[src/rtl/sfc_pkg.sv]
package sfc_pkg;
   typedef enum logic [1:0] {
      HIT_NONE = 2'd0,
      HIT_FULL = 2'd1,
      HIT_PART = 2'd2
   } hit_kind_e;
endpackage

[src/rtl/sfc_slot_cmp.sv]
module sfc_slot_cmp
   import sfc_pkg::*;
#(
   parameter int ADDR_W = 16,
   parameter int SIZE_W = 4
) (
   input  logic [ADDR_W-1:0] st_addr,
   input  logic [SIZE_W-1:0] st_size,
   input  logic              st_uncache,
   input  logic [ADDR_W-1:0] ld_addr,
   input  logic [SIZE_W-1:0] ld_size,
   output hit_kind_e         kind
);
   localparam int EXT_W = ADDR_W + 1;

   logic [ADDR_W:0] st_lo, st_hi, ld_lo, ld_hi;

   assign st_lo = {1'b0, st_addr};
   assign ld_lo = {1'b0, ld_addr};
   assign st_hi = st_lo + EXT_W'(st_size);
   assign ld_hi = ld_lo + EXT_W'(ld_size);

   // unwritten (size 0) or uncacheable stores never match
   always_comb begin
      kind = HIT_NONE;
      if (st_size != '0 && !st_uncache) begin
         if (ld_lo >= st_lo && ld_hi <= st_hi)
            kind = HIT_FULL;
         else if (ld_lo < st_hi && ld_hi > st_lo)
            kind = HIT_PART;
      end
   end
endmodule

[src/rtl/sfc_scan.sv]
module sfc_scan
   import sfc_pkg::*;
#(
   parameter int DEPTH      = 8,
   parameter int ADDR_W     = 16,
   parameter int SIZE_W     = 4,
   parameter int DATA_BYTES = 8,
   parameter int SEQ_W      = 8,
   localparam int IDX_W     = $clog2(DEPTH),
   localparam int OFF_W     = $clog2(DATA_BYTES),
   localparam int DATA_W    = DATA_BYTES * 8
) (
   input  logic [ADDR_W-1:0]       ld_addr,
   input  logic [SIZE_W-1:0]       ld_size,
   input  logic [IDX_W-1:0]        start_idx,
   input  logic [IDX_W-1:0]        wb_ptr,
   input  logic [DEPTH*ADDR_W-1:0] sq_addr_f,
   input  logic [DEPTH*SIZE_W-1:0] sq_size_f,
   input  logic [DEPTH-1:0]        sq_unc,
   input  logic [DEPTH*DATA_W-1:0] sq_data_f,
   input  logic [DEPTH*SEQ_W-1:0]  sq_seq_f,
   output logic                    found,
   output hit_kind_e               kind,
   output logic [SEQ_W-1:0]        hit_seq,
   output logic [OFF_W-1:0]        off,
   output logic [DATA_W-1:0]       fwd_data
);
   // number of slots between the load snapshot and the writeback pointer
   logic [IDX_W-1:0] span;
   assign span = start_idx - wb_ptr;

   hit_kind_e        kinds [DEPTH];
   logic [IDX_W-1:0] slot  [DEPTH];

   // one comparator per distance below the snapshot index
   for (genvar k = 0; k < DEPTH; k++) begin : g_dist
      assign slot[k] = start_idx - IDX_W'(k + 1);
      sfc_slot_cmp #(.ADDR_W(ADDR_W), .SIZE_W(SIZE_W)) u_cmp (
         .st_addr   (sq_addr_f[slot[k]*ADDR_W +: ADDR_W]),
         .st_size   (sq_size_f[slot[k]*SIZE_W +: SIZE_W]),
         .st_uncache(sq_unc[slot[k]]),
         .ld_addr   (ld_addr),
         .ld_size   (ld_size),
         .kind      (kinds[k])
      );
   end

   // the nearest overlapping slot wins, so walk from farthest to nearest
   logic [IDX_W-1:0] sel;
   always_comb begin
      found = 1'b0;
      kind  = HIT_NONE;
      sel   = '0;
      for (int k = DEPTH - 1; k >= 0; k--) begin
         if (k < int'(span) && kinds[k] != HIT_NONE) begin
            found = 1'b1;
            kind  = kinds[k];
            sel   = slot[k];
         end
      end
   end

   logic [ADDR_W-1:0] sel_addr;
   logic [DATA_W-1:0] sel_data, shifted;

   assign sel_addr = sq_addr_f[sel*ADDR_W +: ADDR_W];
   assign sel_data = sq_data_f[sel*DATA_W +: DATA_W];
   assign hit_seq  = sq_seq_f[sel*SEQ_W +: SEQ_W];
   assign off      = ld_addr[OFF_W-1:0] - sel_addr[OFF_W-1:0];
   assign shifted  = sel_data >> {off, 3'b000};

   // keep only the bytes the load asked for
   always_comb begin
      for (int b = 0; b < DATA_BYTES; b++)
         fwd_data[b*8 +: 8] = (b < int'(ld_size)) ? shifted[b*8 +: 8] : 8'h00;
   end
endmodule

[config.mk]
export PLATFORM = sky130hd
export DESIGN_NAME = sfc_scan
export DESIGN_NICKNAME = d
export VERILOG_FILES = /design/src/rtl/sfc_pkg.sv /design/src/rtl/sfc_slot_cmp.sv /design/src/rtl/sfc_scan.sv
export SDC_FILE = /design/constraint.sdc
export NUM_CORES = 2
export LEC_CHECK = 0
export BUFFER_PORTS_ARGS = -buffer_cell sky130_fd_sc_hd__buf_2
export CAP_MARGIN = 20
export CORE_AREA = 2 2 332 334
export DETAILED_ROUTE_END_ITERATION = 8
export DIE_AREA = 0 0 334 336
export GPL_ROUTABILITY_DRIVEN = 0
export PLACE_DENSITY_LB_ADDON = 0.05
export SLEW_MARGIN = 10
export SYNTH_ARGS = -nofsm -noshare
export SYNTH_HDL_FRONTEND = slang
export SYNTH_HIERARCHICAL = 1
export SYNTH_SLANG_ARGS = --single-unit
export TNS_END_PERCENT = 10
[constraint.sdc]
create_clock -name vclk -period 12
set_input_delay 0.6 -clock vclk [all_inputs]
set_output_delay 0.6 -clock vclk [all_outputs]
set_load 0.01 [all_outputs]
======== Yosys cells after proc, flatten, opt, wreduce, memory -nomap -nowiden ========
Index checks and enable logic that the tools add are counted.
storage, ports and cells
  bits in registers ....................... 0
  output and inout port bits .............. 78
  input port bits ......................... 770
cells by class
  shifts and indexed selects .............. 18
  reduce and logical (&&, ||, !) cells .... 49
  $lt $le $gt $ge ......................... 50
  add/subtract/negate cells ............... 17
  multiplexer cells ....................... 64
operators by type and width
  cell                                                                           number
  128-bit by 8-bit variable part select with 16-bit output                       7
  512-bit by 10-bit variable part select with 64-bit output                      1
  32-bit by 6-bit variable part select with 4-bit output                         7
  16-bit by 4-bit adder with 17-bit output                                       8
  128-bit by 8-bit variable part select with 3-bit output                        1
  17-bit by 16-bit greater-than comparator with 1-bit output                     7
  17-bit less-or-equal comparator                                                7
  16-bit by 17-bit less-than comparator with 1-bit output                        7
  16-bit greater-or-equal comparator                                             7
  8-bit 2-to-1 mux                                                               8
  64-bit by 7-bit variable part select with 8-bit output                         1
  64-bit by 6-bit >> shifter with 64-bit output                                  1
  2-bit 2-to-1 mux                                                               28
  1-bit logical AND                                                              28
  3-bit by 4-bit less-than comparator with 1-bit output (second input constant)  7
  4-bit nonzero test                                                             7
  1-bit binary-select mux with 3-bit select                                      7
  3-bit 2-to-1 mux                                                               7
  3-bit by 4-bit less-than comparator with 1-bit output (first input constant)   4
  1-bit 2-to-1 mux                                                               14
  2-bit nonzero test                                                             7
  3-bit subtractor (second input constant)                                       4
  3-bit less-than comparator (first input constant)                              3
  1-bit by 4-bit less-than comparator with 1-bit output (first input constant)   2
  7 further kinds                                                                18

======== Longest topological paths before layout ========
  depth after elaboration ................. 21
  gate-level depth with buffers ........... 50

======== Cells and area by module ========
The synthesis kept the hierarchy.
by module, submodules not included
  module                              times used  cells an instance  seq. area each (um^2)  area an instance (um^2)
  sfc_scan                            1           2277               0.0                    17282.8
  sfc_slot_cmp (g_dist[1].u_cmp ...)  5           260                0.0                    2123.3
  sfc_slot_cmp (g_dist[6].u_cmp)      1           273                0.0                    2207.1
  sfc_slot_cmp (g_dist[0].u_cmp)      1           268                0.0                    2157.1

======== Least setup slack after synthesis ========
No wires, ideal clock.
  path kind ............................... input -> output
  from .................................... in start_idx[0]
  to ...................................... out fwd_data[56]
  arrival ................................. 11.221 ns
  cell stages on the path ................. 43
  data required time ...................... 11.400 ns
  slack ................................... 0.179 ns
  path buffers ............................ 16
  cells stage by stage .................... clkbuf_1 > buf_2 > clkbuf_1 > clkbuf_1 > buf_1 > clkbuf_1 > buf_1 > mux4_2 > mux2_2 > ha_1 > fa_1 > a21o_1 > a21oi_1 > nor2_1 > nand2_1 > xnor2_1 > ha_1 > and4_1 > [... 7 more ...] > o221ai_1 > a211o_1 > buf_2 > nand2_1 > buf_2 > clkbuf_1 > clkbuf_1 > buf_1 > nand3_1 > nand3_1 > o21ai_0 > ha_1 > clkbuf_1 > buf_1 > clkbuf_1 > clkbuf_1 > nand2_1 > nor3_1
RTL lines
  element          RTL line        text
  start, declared  sfc_scan.sv:15  input logic [IDX_W-1:0] start_idx,
  end, declared    sfc_scan.sv:26  output logic [DATA_W-1:0] fwd_data

==> metrics.md <==
| Metric | Value |
|---|---|
| Clk_buf instances | 0 |
| Crit-path most repeated cell | nand2_1 |
| IO Port Bufs | 848 |
| Max incr delay on CP | 0.74 ns |
| Peak supply drop | 0.000326 V |
| Cell Pwr Density | 221 nW/um^2 |
| Layout net count | 6078 |
| DR vias/cell | 6.19 |
| Leakage | 17.1 nW |
| Global Route Usage Sum | 33.3% |
| Antenna violations before repair | 90 |
| Layout cells sized above 1 | 29.2% |
| Iteration-0 DRC Markers | 3861 |
| Hold buffer count at CTS | 0 |
| First-pass GRT wire length | 274000 um |
| Worst EP arrival | 10.82 ns |
| Worst setup endpoint | fwd_data[21] |
| Mapped Cells | 4118 |
| Post-Syn Nets | 5413 |
| Post-placement cell count | 6194 |
| Hpwl dp | 164000 um |
| Core Box Area | 108000 um^2 |
| Rows | 121 |
| Crit path time final | 11.42 ns |
| Total number of vias | 38.7k |
| CP startpoint | start_idx[1] |
| Area leader, netlist | ha_1 |
| Post-CTS Repair Setup Buffers | 0 |
| Seq Cell Count | 0 |
| Post-synth cell types | 105 |
| Final hold violations | 0 |
| Hold crit path type | input port to output port |
| CP Capture Type | output port |
| Sw Share | 65.9% |
| Fmax | 87.5 MHz |
| Post-synthesis cell area | 32300 um^2 |
| Initial Util | 29.8% |
| DR WL/cell | 31.5 um |
| Setup violators final | 0 |
| Die W | 334 um |
| Largest net degree at the start of global routing | 243 |
| Commonest non-fill, non-tap cell in the layout | buf_2 |
| Number of global-route vias before repair | 37.0k |
| Design area | 38300 um^2 |
| CP startpoint kind | input port |
| Psw | 5.57 mW |
| Slew Limit Fails | 0 |
| Synth Warn # | 6 |
| Clock power frac | 0% |
| ANT nets after route | 0 |
| Comb power frac | 100.0% |
| DIE AREA | 112000 um^2 |
| Crit Path Class | input port to output port |
| Most frequent cells in the layout | buf_2, ha_1, nand2_1, nor2_1, mux4_2 |
| Mapped Avg Cell Area | 7.83 um^2 |
| RSZ-0062 raised after global routing | no |
| Final WL | 197000 um |
| Yosys top cell area share | 19.7% |
| Tot Pwr | 8.46 mW |
| Post-layout instance count excluding filler cells | 6258 |
| GR Overflow Total | 0 |
| Status | completed |
| Drt pass-1 iters | 6 |
| Flop pwr share | 0% |
| Final core occ | 35.4% |
| Final Cycle Share | 95.2% |
| Slew @ Worst Pin | 1.16 ns |
| Slew HR | 22.7% |
| DP Area | 38100 um^2 |
| FF/Latch Area | 0 um^2 |
| Crit path required time | 11.40 ns |
| Int Power | 2.88 mW |
| Area growth, synth to finish | 18.8% |
| Max Cap Violations | 0 |
| Drt drc | 0 |
| Boundary Pins | 848 |
| Max Fanout on Critical Path | 45 |
| Dominant cells by area after synthesis | ha_1, mux4_2, nand2_1, xnor2_1, mux2_2 |
| Slowest cell on the critical path | nor3_1 |
| DIE HEIGHT | 336 um |
| Register area share after synthesis | 0% |
| Setup TNS | 0 ns |
-- per-layer routing --
layer	global-route usage, %	vias up	share of wire (%)
li1	-	17487	-
met1	42.6	19161	42
met3	3.52	333	5.7
met4	17.3	30	5.8
met5	0	-	0.096
met2	55.3	1724	47
-- critical path: cells and delay by family --
kind	cells	cell delay (ns)
fa+ha+maj	4	1.38
buf+inv	5	1.61
compound gates	12	3.37
simple gates	11	2.64
mux	3	0.92
xor+xnor	1	0.22
-- worst min-delay path by stage --
stage	from	slack, ns	to	cells past startpoint
final	sq_seq_f[10]	1.69	hit_seq[2]	6
after detailed placement	sq_seq_f[18]	1.69	hit_seq[2]	6
after global routing	sq_seq_f[0]	1.72	hit_seq[0]	6
after CTS	sq_seq_f[10]	1.69	hit_seq[2]	6
after floorplan	ld_size[3]	1.46	fwd_data[62]	2
after global placement	sq_seq_f[2]	1.69	hit_seq[2]	6
-- Yosys cell counts (38+ instances only) --
cell      count
inv_1       167
o21ai_0     142
and3_1       38
buf_2        65
ha_1        509
or3_1        38
nand3_1     177
a31oi_1      45
a21o_1      105
nor3_1      174
clkbuf_1    161
o22ai_1      38
nand2b_1     78
xor2_1       40
mux2_2      113
a211oi_1    153
xnor2_1     162
nand2_1     458
mux4_2      202
a21oi_1     177
o32ai_1      57
nor2_1      214
buf_1        39
mux2i_1     109
nand4_1     103
-- per-stage QoR --
step,setup slack (ns),hold WS [ns]
3_3_place_gp,0.502,1.69
6_report,0.577,1.69
5_1_grt,0.0370,1.72
4_1_cts,0.540,1.69
2_1_floorplan,0.179,1.46
3_5_place_dp,0.570,1.69
-- what timing repair did --
action / 4_1_cts / 5_1_grt
endpoints found under the setup margin: 0 / 3
endpoints found under the hold margin: 0 / 0
resized for setup: 0 / 3
-- final cells by class --
cell class                      instances  area (um^2)
Antenna cell                           63          158
Fill cell                           11731        70100
Inverter                              172          653
Multi-Input combinational cell       3668        30700
Tap cell                             1414         1770
Timing Repair Buffer                  941         5110
-- power groups by stage --
stage	Sequential (mW)	Clock (mW)	Combinational, mW
2_1_floorplan	0	0	5.03
3_3_place_gp	0	0	8.30
3_5_place_dp	0	0	8.23
4_1_cts	0	0	8.29
5_1_grt	0	0.000000516	8.89
6_report	0	0.000000707	8.46
-- logic make-up (layout without fill, tap and decap cells) --
| kind of cell | after synthesis | count (layout) | share of synthesized area [%] |
|---|---|---|---|
| compound gates | 1089 | 1089 | 24.4 |
| xor+xnor | 204 | 204 | 5.63 |
| fa+ha+maj | 525 | 525 | 20.7 |
| buf+inv | 450 | 1113 | 5.69 |
| mux | 425 | 425 | 21.5 |
| other cells | 0 | 63 | 0 |
| simple gates | 1425 | 1425 | 22.0 |
No activity file was read; power rests on OpenSTA's default activity.
